File: src/rtl/ds2_aligner.sv
module ds2_aligner #(
  parameter int BLK_BITS   = 49,
  parameter int BLKS       = 6,
  parameter int SUBFRAMES  = 4,
  parameter int LOCK_COUNT = 10
) (
  input  logic       clk,
  input  logic       rst_n,
  input  logic       rx_bit,
  output logic [5:0] bit_pos,
  output logic [2:0] blk_pos,
  output logic [1:0] sf_pos,
  output logic       in_frame,
  output logic       mf_aligned,
  output logic       x_bit,
  output logic [3:0] stuff
);
  localparam int CW = $clog2(LOCK_COUNT + 1);
  localparam logic [2:0] BLK_F0 = 3'd2;
  localparam logic [2:0] BLK_F1 = 3'(BLKS - 1);
  localparam logic [2:0] BLK_C1 = 3'd1;
  localparam logic [2:0] BLK_C2 = 3'd3;
  localparam logic [2:0] BLK_C3 = 3'd4;
  localparam logic [1:0] SF_X   = 2'(SUBFRAMES - 1);

  logic [CW-1:0] hits;
  logic [2:0]    ferr;
  logic [1:0]    mhist;
  logic          c1, c2;

  logic oh, f_slot, f_bad, slip, swap, bit_last, blk_last, lof, mf_hit;

  assign oh       = bit_pos == 6'd0;
  assign f_slot   = oh && (blk_pos == BLK_F0 || blk_pos == BLK_F1);
  assign f_bad    = rx_bit != (blk_pos == BLK_F1);
  assign slip     = !in_frame && f_slot && f_bad && hits != '0;
  assign swap     = !in_frame && f_slot && f_bad && hits == '0;
  assign bit_last = bit_pos == 6'(BLK_BITS - 1);
  assign blk_last = blk_pos == BLK_F1;
  assign lof      = in_frame && f_slot && ($countones({ferr, f_bad}) >= 2);
  assign mf_hit   = in_frame && !mf_aligned && oh && blk_pos == 3'd0
                    && {mhist, rx_bit} == 3'b011;

  always_ff @(posedge clk) begin
    if (!rst_n) begin
      bit_pos <= '0;
      blk_pos <= '0;
      sf_pos  <= '0;
    end else if (slip) begin
      bit_pos <= bit_pos;
    end else if (swap) begin
      bit_pos <= 6'd1;
      blk_pos <= (blk_pos == BLK_F0) ? BLK_F1 : BLK_F0;
    end else begin
      bit_pos <= bit_last ? '0 : bit_pos + 6'd1;
      if (bit_last) begin
        blk_pos <= blk_last ? '0 : blk_pos + 3'd1;
        if (blk_last)
          sf_pos <= (sf_pos == SF_X) ? '0 : sf_pos + 2'd1;
      end
      if (mf_hit)
        sf_pos <= SF_X - 2'd1;
    end
  end

  always_ff @(posedge clk) begin
    if (!rst_n) begin
      hits     <= '0;
      in_frame <= 1'b0;
      ferr     <= '0;
    end else if (!in_frame) begin
      ferr <= '0;
      if (f_slot) begin
        if (slip) begin
          hits <= '0;
        end else if (hits == CW'(LOCK_COUNT - 1)) begin
          hits     <= '0;
          in_frame <= 1'b1;
        end else begin
          hits <= hits + 1'b1;
        end
      end
    end else if (f_slot) begin
      ferr <= {ferr[1:0], f_bad};
      if (lof)
        in_frame <= 1'b0;
    end
  end

  always_ff @(posedge clk) begin
    if (!rst_n) begin
      mf_aligned <= 1'b0;
      mhist      <= 2'b11;
    end else if (!in_frame || lof) begin
      mf_aligned <= 1'b0;
      mhist      <= 2'b11;
    end else if (oh && blk_pos == 3'd0) begin
      mhist <= {mhist[0], rx_bit};
      if (mf_hit)
        mf_aligned <= 1'b1;
    end
  end

  always_ff @(posedge clk) begin
    if (!rst_n) begin
      x_bit <= 1'b0;
      stuff <= '0;
      c1    <= 1'b0;
      c2    <= 1'b0;
    end else if (mf_aligned && oh) begin
      if (blk_pos == 3'd0 && sf_pos == SF_X)
        x_bit <= rx_bit;
      if (blk_pos == BLK_C1)
        c1 <= rx_bit;
      if (blk_pos == BLK_C2)
        c2 <= rx_bit;
      if (blk_pos == BLK_C3)
        stuff[sf_pos] <= (c1 & c2) | (c1 & rx_bit) | (c2 & rx_bit);
    end
  end
endmodule

File: config.mk
export PLATFORM = sky130hd
export DESIGN_NAME = ds2_aligner
export DESIGN_NICKNAME = d
export VERILOG_FILES = /design/src/rtl/ds2_aligner.sv
export SDC_FILE = /design/constraint.sdc
export NUM_CORES = 1
export LEC_CHECK = 0
export BUFFER_PORTS_ARGS = -buffer_cell sky130_fd_sc_hd__clkbuf_2
export CELL_PAD_IN_SITES_DETAIL_PLACEMENT = 1
export CELL_PAD_IN_SITES_GLOBAL_PLACEMENT = 1
export CORE_MARGIN = 1.5
export CORE_UTILIZATION = 43
export CTS_CLUSTER_SIZE = 12
export DETAILED_ROUTE_END_ITERATION = 10
export PLACE_DENSITY_LB_ADDON = 0.1
export SLEW_MARGIN = 20
export SYNTH_ARGS = -nofsm -noshare
export SYNTH_HDL_FRONTEND = slang
export SYNTH_SLANG_ARGS = --single-unit
File: constraint.sdc
create_clock -name clk -period 2.2 [get_ports clk]
set_input_delay 0.22 -clock clk [delete_from_list [all_inputs] [get_ports clk]]
set_output_delay 0.22 -clock clk [all_outputs]
set_load 0.1 [all_outputs]
==> results of run 1 <==
synthesized netlist by cell type, types with 2 or more instances:
| cell | number | area (um^2) |
|---|---|---|
| sky130_fd_sc_hd__dfxtp_1 | 29 | 581 |
| sky130_fd_sc_hd__nand4_1 | 3 | 18.8 |
| sky130_fd_sc_hd__xnor2_1 | 2 | 17.5 |
| sky130_fd_sc_hd__buf_2 | 2 | 10.0 |
| sky130_fd_sc_hd__ha_1 | 10 | 125 |
| sky130_fd_sc_hd__xor2_1 | 2 | 17.5 |
| sky130_fd_sc_hd__a221oi_1 | 2 | 17.5 |
| sky130_fd_sc_hd__nand2_1 | 24 | 90.1 |
| sky130_fd_sc_hd__a21oi_1 | 4 | 20.0 |
| sky130_fd_sc_hd__inv_1 | 12 | 45.0 |
| sky130_fd_sc_hd__nor3b_1 | 3 | 22.5 |
| sky130_fd_sc_hd__a41o_1 | 2 | 20.0 |
| sky130_fd_sc_hd__nor4bb_1 | 3 | 30.0 |
| sky130_fd_sc_hd__or3b_1 | 2 | 17.5 |
| sky130_fd_sc_hd__o31a_1 | 2 | 17.5 |
| sky130_fd_sc_hd__nand3_1 | 9 | 45.0 |
| sky130_fd_sc_hd__o21ai_0 | 3 | 15.0 |
| sky130_fd_sc_hd__mux2i_1 | 12 | 120 |
| sky130_fd_sc_hd__and3_1 | 3 | 18.8 |
| sky130_fd_sc_hd__and4b_1 | 2 | 20.0 |
| sky130_fd_sc_hd__nor2_1 | 18 | 67.6 |
| sky130_fd_sc_hd__nor2b_1 | 2 | 12.5 |
| sky130_fd_sc_hd__clkbuf_1 | 3 | 11.3 |
metal layers:
layer / track usage / part of all wire / vias up
met5: 0 / 0 / -
met4: 0.0964 / 0.018 / 0
met3: 0.0548 / 0.036 / 8
met2: 0.380 / 0.50 / 19
met1: 0.260 / 0.44 / 718
li1: - / - / 714
through the flow:
stage	cells	hold WS, ps	worst slack [ps]	total power [W]	instance area (um^2)
6_report	258	340	192	0.00120	1950
5_1_grt	258	359	63.9	0.00125	1950
4_1_cts	258	332	175	0.00121	1950
3_5_place_dp	250	461	186	0.000668	1840
3_3_place_gp	250	450	248	0.000663	1840
2_1_floorplan	187	407	6.50	0.000648	1710
tightest hold or removal path, stage by stage:
cell	delay, ps
sky130_fd_sc_hd__clkbuf_2	200
sky130_fd_sc_hd__nand2_1	100
sky130_fd_sc_hd__o31ai_1	60
power by group:
group / switching, W / total, W / internal, W
logic: 0.0000889 / 0.000118 / 0.0000293
clock network: 0.000219 / 0.000542 / 0.000323
registers: 0.00000759 / 0.000537 / 0.000529
cell families after synthesis:
| kind of cell | Yosys count | synth area share |
|---|---|---|
| AND/OR/NAND/NOR | 82 | 0.283 |
| flip-flops | 29 | 0.343 |
| AO/OA/AOI/OAI | 27 | 0.126 |
| buffers and inverters | 19 | 0.0503 |
| multiplexers | 14 | 0.0844 |
| adder cells (fa/ha/maj) | 12 | 0.0918 |
| XOR/XNOR | 4 | 0.0207 |
layout make-up:
| type | instances | area [um^2] | area share |
|---|---|---|---|
| inverter | 12 | 45.0 | 0.0231 |
| tap | 48 | 60.1 | 0.0307 |
| sequential | 29 | 589 | 0.302 |
| multi-input combinational | 139 | 1030 | 0.529 |
| clock buffer | 8 | 111 | 0.0570 |
| timing repair buffer | 22 | 115 | 0.0589 |
worst paths after layout:
path,startpoint,to,slack [ps],cells after the start
min reg2reg,stuff[0]$_SDFFE_PN0P_,stuff[0]$_SDFFE_PN0P_,460,2
min,rx_bit,x_bit$_SDFFE_PN0P_,340,3
max reg2reg,bit_pos[0]$_SDFFE_PN0P_,sf_pos[0]$_SDFFE_PN0P_,190,6
max,bit_pos[0]$_SDFFE_PN0P_,sf_pos[0]$_SDFFE_PN0P_,190,6
cells in the final DEF (no fill, tap or decap), types with 3 or more instances in the layout:
cell and n:
sky130_fd_sc_hd__and3_1 3, sky130_fd_sc_hd__nand3_1 9, sky130_fd_sc_hd__a21oi_1 4, sky130_fd_sc_hd__nor4bb_1 3, sky130_fd_sc_hd__nand2_1 24, sky130_fd_sc_hd__inv_1 12
sky130_fd_sc_hd__dfxtp_2 4, sky130_fd_sc_hd__o21ai_0 3, sky130_fd_sc_hd__clkbuf_2 20, sky130_fd_sc_hd__nor2_1 18, sky130_fd_sc_hd__mux2i_1 12, sky130_fd_sc_hd__ha_1 10
sky130_fd_sc_hd__nand4_1 3, sky130_fd_sc_hd__dfxtp_1 24, sky130_fd_sc_hd__nor3b_1 3, sky130_fd_sc_hd__clkbuf_8 6
flip-flops by register name, summed over array words and instances, names as in the netlist:
name / count
bit_pos: 6
blk_pos: 3
c1: 1
c2: 1
ferr: 3
hits: 4
in_frame: 1
mf_aligned: 1
mhist: 2
sf_pos: 2
stuff: 4
x_bit: 1
==> results.txt, run 1 <==
After synthesis, the share of flip-flops with an asynchronous set or reset is 0. STA classifies the critical path startpoint as a flip-flop. The starting density of the core came out at 0.455. The area inside the core boundary is about 0.0037 mm^2. The worst path in the final design needs a cycle of 2010 ps, including I/O delays and setup. The run finished with clean final reports. The routed layout has 1459 vias.

The critical path's largest stage delay is 510 ps. The number of levels the H-tree was split into is 2. The sum of buffers and inverters on the critical path is 1. The max-slew violation count came out at 0.

The count of hold-fix buffers inserted at cts came out at 0. Summed over all layers, the routed wires come to 4.16 mm. The largest driver fanout on the critical path is 6.

The via count of the first global-routing pass came to around 1500. After the first detailed-routing iteration, the DRC count stood at 89. After routing, the total negative slack on setup checks comes to 0 ps. The clock passes through at most 2 buffers. The library cell contributing the largest single delay on the critical path is sky130_fd_sc_hd__or3b_1.

The path class of the tightest hold or removal check is primary input to flip-flop. The number of endpoints failing setup at the final stage came out at 0. The number of distinct library cell variants in the gate-level netlist after synthesis came out at 56. The initial antenna violation count is 0. The register clock-pin slew on the reported worst setup and hold paths came out at 70 ps. The leading register cell type out of synthesis is sky130_fd_sc_hd__dfxtp_1.

At the worst endpoint, the required time is 2390 ps. The maximum achievable frequency is 498 MHz. The leakage power total is 0.853 nW. The hold violation total from the final report came out at 0. The floorplan step defined a die boundary enclosing 0.00432 mm^2. The die is 65.7 um tall. The number of placement rows came out at 22. The clock network latency to the later pin of the worst-skew pair is roughly 290 ps. The critical path in this run is classified as flip-flop to flip-flop. Measured against its own limit, the worst slew margin works out to 0.639. The number of buffers inserted by port buffering is 20. The global route total overflow came out at 0. On the critical path the largest part of the delay comes from simple AND/OR/NAND/NOR gates.

The overall die width is 65.7 um. The average wire per standard cell is 16.1 um. The arrival time at the worst endpoint is between 2000 and 2500 ps. The residual antenna-violating net count after detailed routing came out at 0. The top-level port count came out at 21. The post-synthesis sequential area ratio is 0.343. The number of max-cap violations is 0. The post-synthesis to final-layout area growth is 15.5%. The DRC violation count after routing is 0.

The cell count after synthesis is 187. Detailed placement ended at an HPWL of 3.12 mm. The filler cells instantiated in the layout total roughly 460. The repair_antennas step left the layout with diodes totalling 0.

The clock buffer count from CTS came out at 5. For the pin with the worst max-slew slack, the measured transition is around 540 ps. The mean area per synthesized cell came out at 9.04 um^2. STA classifies the critical path endpoint as a flip-flop. The CTS sink count is 29.

The cell area after synthesis came out at ~0.0017 mm^2. The detail-routed via count per cell came out at ~5.7. The number of nets produced by synthesis is about 200. The first global-routing pass estimated 7.10 mm of wire. For this run, the total global-route usage over all layers was measured as 0.222. The number of gates resized after CTS is 0. The register bit total from synthesis came out at 29. The buffers inserted during post-CTS setup optimization came out at 0. The fraction of the core area covered by cells at the end of the flow came out at 0.526. The final clock period utilization by the worst path came out at 0.913. The net count of the finished layout is around 220. TritonCTS built the clock tree.

Setup repair after global routing left no endpoint under its margin. The worst ir drop on vdd is between 300 and 400 uV. Yosys printed 0 warnings. The signal on the critical path passes through inv_1 > ha_1 > or3b_1 > nor3_2 > mux2_1 > and3_1.

The number of enable flip-flop cells after synthesis came out at 0. Clock tree synthesis selected as its root buffer the cell sky130_fd_sc_hd__clkbuf_8. The cell area power density came out at 613 mW/mm^2. The clock arrives with 2.91 ps of skew. The pin count of the biggest net entering global routing came out at 23. Routability-driven placement finished with a final weighted congestion of 0.794. The fraction of layout cells with a size suffix above 1 came out at 0.224. The pre-antenna-repair detailed-routing pass consisted of 4 iterations.
(Power assumes the default switching activity.)
==> run 2: changes to the inputs <==
--- a/config.mk
+++ b/config.mk
@@ -8,6 +8,7 @@
 export BUFFER_PORTS_ARGS = -buffer_cell sky130_fd_sc_hd__clkbuf_2
 export CELL_PAD_IN_SITES_DETAIL_PLACEMENT = 1
 export CELL_PAD_IN_SITES_GLOBAL_PLACEMENT = 1
+export CORE_ASPECT_RATIO = 0.7
 export CORE_MARGIN = 1.5
 export CORE_UTILIZATION = 43
 export CTS_CLUSTER_SIZE = 12
==> constraint.sdc (replaced) <==
create_clock -name clk -period 2 [get_ports clk]
set_input_delay 0.2 -clock clk [delete_from_list [all_inputs] [get_ports clk]]
set_output_delay 0.2 -clock clk [all_outputs]
set_load 0.1 [all_outputs]
==> results.txt, run 2 (synthesized netlist as in run 1, its figures left out) <==
The post-synthesis to final-layout area growth came out at 21.3% (was 15.5%). The CTS sink count came to 29 (unchanged). The leakage power total came to 0.910 nW (was 0.853 nW). The shortest period the worst path allows came out at 1940 ps (was 2010 ps).

The final HPWL from detailed placement was 3.57 mm (was 3.12 mm). RSZ-0062 raised after global routing: no (unchanged). The final worst-path setup slack is 56.2 ps (was 192 ps). Result of the run: completed (unchanged). The endpoint type of the worst setup path is a flip-flop (unchanged).

The register clock-pin slew on the reported worst setup and hold paths is 60 ps (was 70 ps). The final wirelength is 4.74 mm (was 4.16 mm). The combined global-route utilization of all metal layers was 0.242 (was 0.222).

The area of the die is 0.00432 mm^2 (about the same). The starting density of the core came out at 0.463 (was 0.455). The cell area after layout came out at 0.00205 mm^2 (was 0.00195 mm^2). The filler cell count in the final layout was 428 (was 457). The overall die width was 77.9 um (was 65.7 um).

The detailed router's first-iteration violation count came out at 44 (was 89). The required time at the worst-slack endpoint is 2170 ps (was 2390 ps). The hold violation total from the final report came out at 0 (unchanged). The number of placed instances, taps included is 262 (was 250). The wire length of the first global-routing pass is 8.00 mm (was 7.10 mm). The number of vias after detailed routing came out at 1498 (was 1459).

The count of hold-fix buffers inserted at cts is 0 (unchanged). The number of placement rows was 18 (was 22). The area inside the core boundary came out at 0.00365 mm^2 (was 0.00372 mm^2).

The average wire per standard cell was 17.5 um (was 16.1 um). The setup slack after placement came out at -15.6 ps (was 186 ps). The via count of the first global-routing pass came out at 1571 (was 1492). The die extent in y is 55.5 um (was 65.7 um).

The initial antenna violation count is 0 (unchanged). The maximum achievable frequency came to 514 MHz (was 498 MHz). Commonest non-fill, non-tap cells in the layout: sky130_fd_sc_hd__nand2_1 (24), sky130_fd_sc_hd__dfxtp_1 (20), sky130_fd_sc_hd__clkbuf_2 (20) (was sky130_fd_sc_hd__nand2_1 (24), sky130_fd_sc_hd__dfxtp_1 (24), sky130_fd_sc_hd__clkbuf_2 (20)).

The transition time at the pin with the least slew margin is 554 ps (was 544 ps). The startpoint-to-endpoint class of the critical path is flip-flop to flip-flop (unchanged). The final clock period utilization by the worst path was 0.972 (was 0.913). The worst clock skew is 6.11 ps (was 2.91 ps). The top-level port count is 21 (unchanged). The global routing met3 resource utilization came out at 0.0612 (was 0.0548).

The startpoint of the lowest-slack hold path is rst_n (was rx_bit). The number of endpoints failing setup at the final stage was 0 (unchanged). The met1 usage in global routing came out at 0.323 (was 0.260). The arrival time at the worst endpoint is 2120 ps (was 2190 ps). The worst ir drop on vdd came out at 353 uV (was 381 uV).

The number of max-cap violations is 0 (unchanged). The reg-to-reg startpoint is bit_pos[0]$_SDFFE_PN0P_ (unchanged). The top register by number of flip-flops was bit_pos (unchanged).

Registers with the highest flip-flop counts: bit_pos: 6 flops, hits: 4 flops, stuff: 4 flops (unchanged). The library cell used most frequently in the layout, excluding fill and tap cells, is sky130_fd_sc_hd__nand2_1. The clock buffer count from CTS came to 5 (unchanged).

The headroom to the max-slew limit is 0.632 (was 0.639). The pin count of the biggest net entering global routing is 14 (was 23). The critical path's largest stage delay is 460 ps (was 510 ps). The DRC violation count after routing was 0 (unchanged). The clock network latency to the later pin of the worst-skew pair came to 280 ps (was 290 ps). The met2 usage in global routing is 0.374 (was 0.380). The total iterations of the first detailed-routing run is 4 (unchanged). The launching instance or port of the critical path is bit_pos[0]$_SDFFE_PN0P_ (unchanged). The final cell count without fillers is 271 (was 258). The cell area power density came out at 606 mW/mm^2 (was 613 mW/mm^2).

The number of buffers inserted by port buffering is 20 (unchanged). The type of the worst min-delay path is primary input to flip-flop (unchanged). The buffer type at the clock tree root is sky130_fd_sc_hd__clkbuf_8 (unchanged). The placed instance area came to 0.00193 mm^2 (was 0.00184 mm^2). The library cell contributing the largest single delay on the critical path was sky130_fd_sc_hd__or3b_4 (was sky130_fd_sc_hd__or3b_1).

The worst hold slack across all endpoints came out at 330 ps (was 340 ps). The net count of the finished layout is 235 (was 223). The global route total overflow is 0 (unchanged). The largest driver fanout on the critical path came out at 5 (was 6). The fraction of layout cells with a size suffix above 1 came to 0.285 (was 0.224). The final RePlAce weighted congestion came to 0.827 (was 0.794). The detail-routed via count per cell is 5.53 (was 5.66). The type of origin of the critical path is a flip-flop (unchanged).

The clock tree from TritonCTS was done (unchanged). The residual antenna-violating net count after detailed routing is 0 (unchanged). The fraction of the core area covered by cells at the end of the flow came out at 0.562 (was 0.526). The number of diodes added for antenna fixing is 0 (unchanged). The number of flip-flops in the largest register is 6 (unchanged). The number of levels the H-tree was split into came out at 2 (unchanged). The maximum root-to-sink buffer count came out at 2 (unchanged). The max-slew violation count came out at 0 (unchanged). The routing layer with the top usage in global route is met2 (unchanged).

Cell Chain, Critical Path: inv_1 > ha_1 > or3b_4 > nor3_4 > mux2_1 > and3_1 (was inv_1 > ha_1 > or3b_1 > nor3_2 > mux2_1 > and3_1).
[run 2: cell count changes in the layout (fill, tap and decap cells not counted), sizes merged]
cell	previous run	this run
buf	2	14
clkbuf	28	27
[run 2: cell type report]
class,instances,area (um^2),share of cell area
repair buffers,34,205,0.100
flip-flops and latches,29,602,0.293
well taps,50,62.6,0.0305
inverters,12,45.0,0.0220
clock buffers,7,86.3,0.0421
multi-input cells,139,1050,0.512
[run 2: worst paths after layout]
| path | end | slack (ps) | cells after the start |
|---|---|---|---|
| min reg2reg | stuff[1]$_SDFFE_PN0P_ | 460 | 2 |
| max | sf_pos[0]$_SDFFE_PN0P_ | 60 | 6 |
| min | stuff[1]$_SDFFE_PN0P_ | 330 | 3 |
| max reg2reg | sf_pos[0]$_SDFFE_PN0P_ | 60 | 6 |
[run 2: through the flow]
step / power, W / TNS, ps
floorplan: 0.000711 / -379
global placement: 0.000750 / 0
detailed placement: 0.000758 / -33.9
CTS: 0.00125 / 0
global route: 0.00129 / 0
finish: 0.00124 / 0
[run 2: repair_timing]
item,in CTS,in global routing
buffers inserted,0,2
pin swaps,0,4
gates resized for setup,2,1
endpoints found under the setup margin,5,11
[run 2: layer usage]
metal	vias to the layer above	part of all wire
met2	25	0.44
met5	-	0
met4	0	0.021
li1	734	-
met3	9	0.033
met1	730	0.50
[run 2: power breakdown]
group | internal (W) | switching (W) | leakage (nW) | total, W
sequential | 0.000581 | 0.00000582 | 0.239 | 0.000587
combinational | 0.0000520 | 0.000115 | 0.626 | 0.000167
clock | 0.000272 | 0.000218 | 0.0443 | 0.000490
[run 2: worst max-delay path: cells and delay by family (launching register included)]
family / cells / cell delay, ps
adder cells (fa/ha/maj): 1 / 210
buffers and inverters: 1 / 70
flip-flops: 1 / 350
multiplexers: 1 / 350
AND/OR/NAND/NOR: 3 / 850
==> run 3: changes to the inputs <==
--- a/config.mk
+++ b/config.mk
@@ -10,7 +10,8 @@
 export CELL_PAD_IN_SITES_GLOBAL_PLACEMENT = 1
 export CORE_ASPECT_RATIO = 0.7
 export CORE_MARGIN = 1.5
-export CORE_UTILIZATION = 43
+export CORE_UTILIZATION = 49
+export CTS_BUF_LIST = sky130_fd_sc_hd__clkbuf_2 sky130_fd_sc_hd__clkbuf_4 sky130_fd_sc_hd__clkbuf_8
 export CTS_CLUSTER_SIZE = 12
 export DETAILED_ROUTE_END_ITERATION = 10
 export PLACE_DENSITY_LB_ADDON = 0.1
==> constraint.sdc (replaced) <==
create_clock -name clk -period 2.4 [get_ports clk]
set_input_delay 0.24 -clock clk [delete_from_list [all_inputs] [get_ports clk]]
set_output_delay 0.24 -clock clk [all_outputs]
set_load 0.1 [all_outputs]
==> results.txt, run 3 (synthesized netlist as in run 1, its figures left out) <==
Result of the run: completed (unchanged). The final worst-path setup slack is 345 ps (was 56.2 ps). The met2 usage in global routing is 0.455 (was 0.374). The reg-to-reg startpoint is bit_pos[0]$_SDFFE_PN0P_ (unchanged).

The type of the worst min-delay path is primary input to flip-flop (unchanged). The overall die width is 73.2 um (was 77.9 um). The CTS sink count was 29 (unchanged).

The fraction of layout cells with a size suffix above 1 was 0.215 (was 0.285). The filler cell count in the final layout was 382 (was 428). The detail-routed via count per cell is 5.84 (was 5.53). The required time at the worst-slack endpoint is 2590 ps (was 2170 ps). The final RePlAce weighted congestion came to 0.820 (was 0.827). The launching instance or port of the critical path is bit_pos[0]$_SDFFE_PN0P_ (unchanged).

The area of the die is 0.00382 mm^2 (was 0.00432 mm^2). RSZ-0062 raised after global routing: no (unchanged). The number of gates resized after CTS came out at 0 (was 2). The number of buffers inserted by port buffering came out at 20 (unchanged). The register clock-pin slew on the reported worst setup and hold paths came out at 70 ps (was 60 ps).

The cell area power density came out at 624 mW/mm^2 (was 606 mW/mm^2). The final wirelength came to 4.75 mm (was 4.74 mm). The number of endpoints failing setup at the final stage came to 0 (unchanged). The buffers inserted during post-CTS setup optimization came out at 0 (unchanged). The worst clock skew was 5.04 ps (was 6.11 ps).

Registers with the highest flip-flop counts: bit_pos: 6 flops, hits: 4 flops, stuff: 4 flops (unchanged). The pin count of the biggest net entering global routing is 23 (was 14). The hold violation total from the final report is 0 (unchanged). The post-synthesis to final-layout area growth came out at 16.1% (was 21.3%). The transition time at the pin with the least slew margin is 550 ps (was 554 ps). The total iterations of the first detailed-routing run was 6 (was 4). The clock network latency to the later pin of the worst-skew pair came out at 290 ps (was 280 ps). The final clock period utilization by the worst path is 0.856 (was 0.972).

The number of cell instances on the worst register-to-register path came out at 6 (unchanged). The top register by number of flip-flops was bit_pos (unchanged). The leakage power total is 0.858 nW (was 0.910 nW). The final HPWL from detailed placement came out at 3.41 mm (was 3.57 mm). The starting density of the core came out at 0.526 (was 0.463). The die extent in y came out at 52.1 um (was 55.5 um). The number of flip-flops in the largest register came out at 6 (unchanged). The worst ir drop on vdd was 384 uV (was 353 uV). The headroom to the max-slew limit was 0.635 (was 0.632). The leading cell type in the layout, fill and taps excluded is sky130_fd_sc_hd__dfxtp_1 (was sky130_fd_sc_hd__nand2_1).

The top-level port count is 21 (unchanged). The wire length of the first global-routing pass is 7.58 mm (was 8.00 mm). The global routing met3 resource utilization was 0.0562 (was 0.0612). The count of hold-fix buffers inserted at cts is 0 (unchanged).

The clock tree from TritonCTS is done (unchanged). The endpoint type of the worst setup path was a flip-flop (unchanged). The average wire per standard cell is 18.6 um (was 17.5 um). The shortest period the worst path allows is 2060 ps (was 1940 ps). The largest driver fanout on the critical path is 6 (was 5). The type of origin of the critical path is a flip-flop (unchanged). The maximum root-to-sink buffer count was 2 (unchanged).

The area inside the core boundary is 0.00321 mm^2 (was 0.00365 mm^2). The register area is 584 um^2 (was 602 um^2). The setup slack after placement is 381 ps (was -15.6 ps). The number of levels the H-tree was split into is 2 (unchanged). The startpoint-to-endpoint class of the critical path is flip-flop to flip-flop (unchanged). The maximum achievable frequency came out at 487 MHz (was 514 MHz). The initial antenna violation count is 0 (unchanged). The net count of the finished layout was 222 (was 235). The arrival time at the worst endpoint came to 2250 ps (was 2120 ps).

The startpoint of the lowest-slack hold path is rx_bit (was rst_n). The DRC violation count after routing was 0 (unchanged). The detailed router's first-iteration violation count is 101 (was 44). The residual antenna-violating net count after detailed routing came out at 0 (unchanged). The combined global-route utilization of all metal layers came to 0.279 (was 0.242). The setup TNS is 0 ps (unchanged). The buffer type at the clock tree root is sky130_fd_sc_hd__clkbuf_8 (unchanged). The clock buffer count from CTS is 5 (unchanged). The number of placement rows came to 17 (was 18). The number of vias after detailed routing came to 1496 (was 1498). The number of diodes added for antenna fixing is 0 (unchanged). The footprint of the multi-input gates came out at 0.00103 mm^2 (was 0.00105 mm^2). The met1 usage in global routing is 0.353 (was 0.323). The number of max-cap violations was 0 (unchanged). The global route total overflow came out at 0 (unchanged). The max-slew violation count came out at 0 (unchanged). Commonest non-fill, non-tap cells in the layout: sky130_fd_sc_hd__dfxtp_1 (26), sky130_fd_sc_hd__nand2_1 (24), sky130_fd_sc_hd__clkbuf_2 (20) (was sky130_fd_sc_hd__nand2_1 (24), sky130_fd_sc_hd__dfxtp_1 (20), sky130_fd_sc_hd__clkbuf_2 (20)).

The routing layer with the top usage in global route is met2 (unchanged). The instance count along the most critical hold path is 3 (unchanged). The via count of the first global-routing pass came to 1498 (was 1571).
## run 3: cell count changes in the layout (fill, tap and decap cells not counted), sizes merged
| cell | delta |
|---|---|
| buf | -13 |
| clkbuf | -2 |
| clkinv | +1 |
| bufinv | +2 |
## run 3: cell type report
| type | count | share of cell area |
|---|---|---|
| inverters | 12 | 0.0230 |
| multi-input cells | 139 | 0.526 |
| flip-flops and latches | 29 | 0.298 |
| clock inverters | 3 | 0.0332 |
| repair buffers | 21 | 0.0548 |
| well taps | 47 | 0.0300 |
| clock buffers | 5 | 0.0351 |
## run 3: where the power goes
| part | total, W | internal [W] | leakage (nW) | switching [W] |
|---|---|---|---|---|
| Sequential | 0.000493 | 0.000486 | 0.236 | 0.00000751 |
| Clock | 0.000619 | 0.000412 | 0.0681 | 0.000206 |
| Combinational | 0.000113 | 0.0000271 | 0.554 | 0.0000856 |
| Total | 0.00122 | 0.000925 | 0.858 | 0.000299 |
## run 3: metal layers
metal	routed length (um)	part of all wire	up-vias
met5	0	0	-
met4	116	0.024	0
met3	244	0.051	13
met2	2190	0.46	58
met1	2200	0.46	718
li1	-	-	707
## run 3: worst paths after layout
path	to	slack (ps)
worst max register to register	sf_pos[0]$_SDFFE_PN0P_	340
worst min-delay path	x_bit$_SDFFE_PN0P_	400
worst max-delay path	sf_pos[0]$_SDFFE_PN0P_	340
worst min register to register	mhist[1]$_SDFFE_PP1P_	480
## run 3: critical path, cell delays in order (launching register included)
cell                      delay (ps)
sky130_fd_sc_hd__dfxtp_1         350
sky130_fd_sc_hd__inv_1           110
sky130_fd_sc_hd__ha_1            180
sky130_fd_sc_hd__or3b_1          530
sky130_fd_sc_hd__nor3_2          280
sky130_fd_sc_hd__mux2_1          350
sky130_fd_sc_hd__and3_1          160
## run 3: per-stage QoR
| stage | power [W] | instances | utilization | hold slack, ps | area, um^2 |
|---|---|---|---|---|---|
| after floorplan | 0.000594 | 187 | - | 427 | 1700 |
| after global placement | 0.000608 | 248 | 0.569 | 445 | 1830 |
| after detailed placement | 0.000612 | 248 | 0.569 | 465 | 1830 |
| after CTS | 0.00123 | 256 | 0.611 | 381 | 1960 |
| after global routing | 0.00126 | 256 | 0.611 | 438 | 1960 |
| final | 0.00122 | 256 | 0.611 | 399 | 1960 |
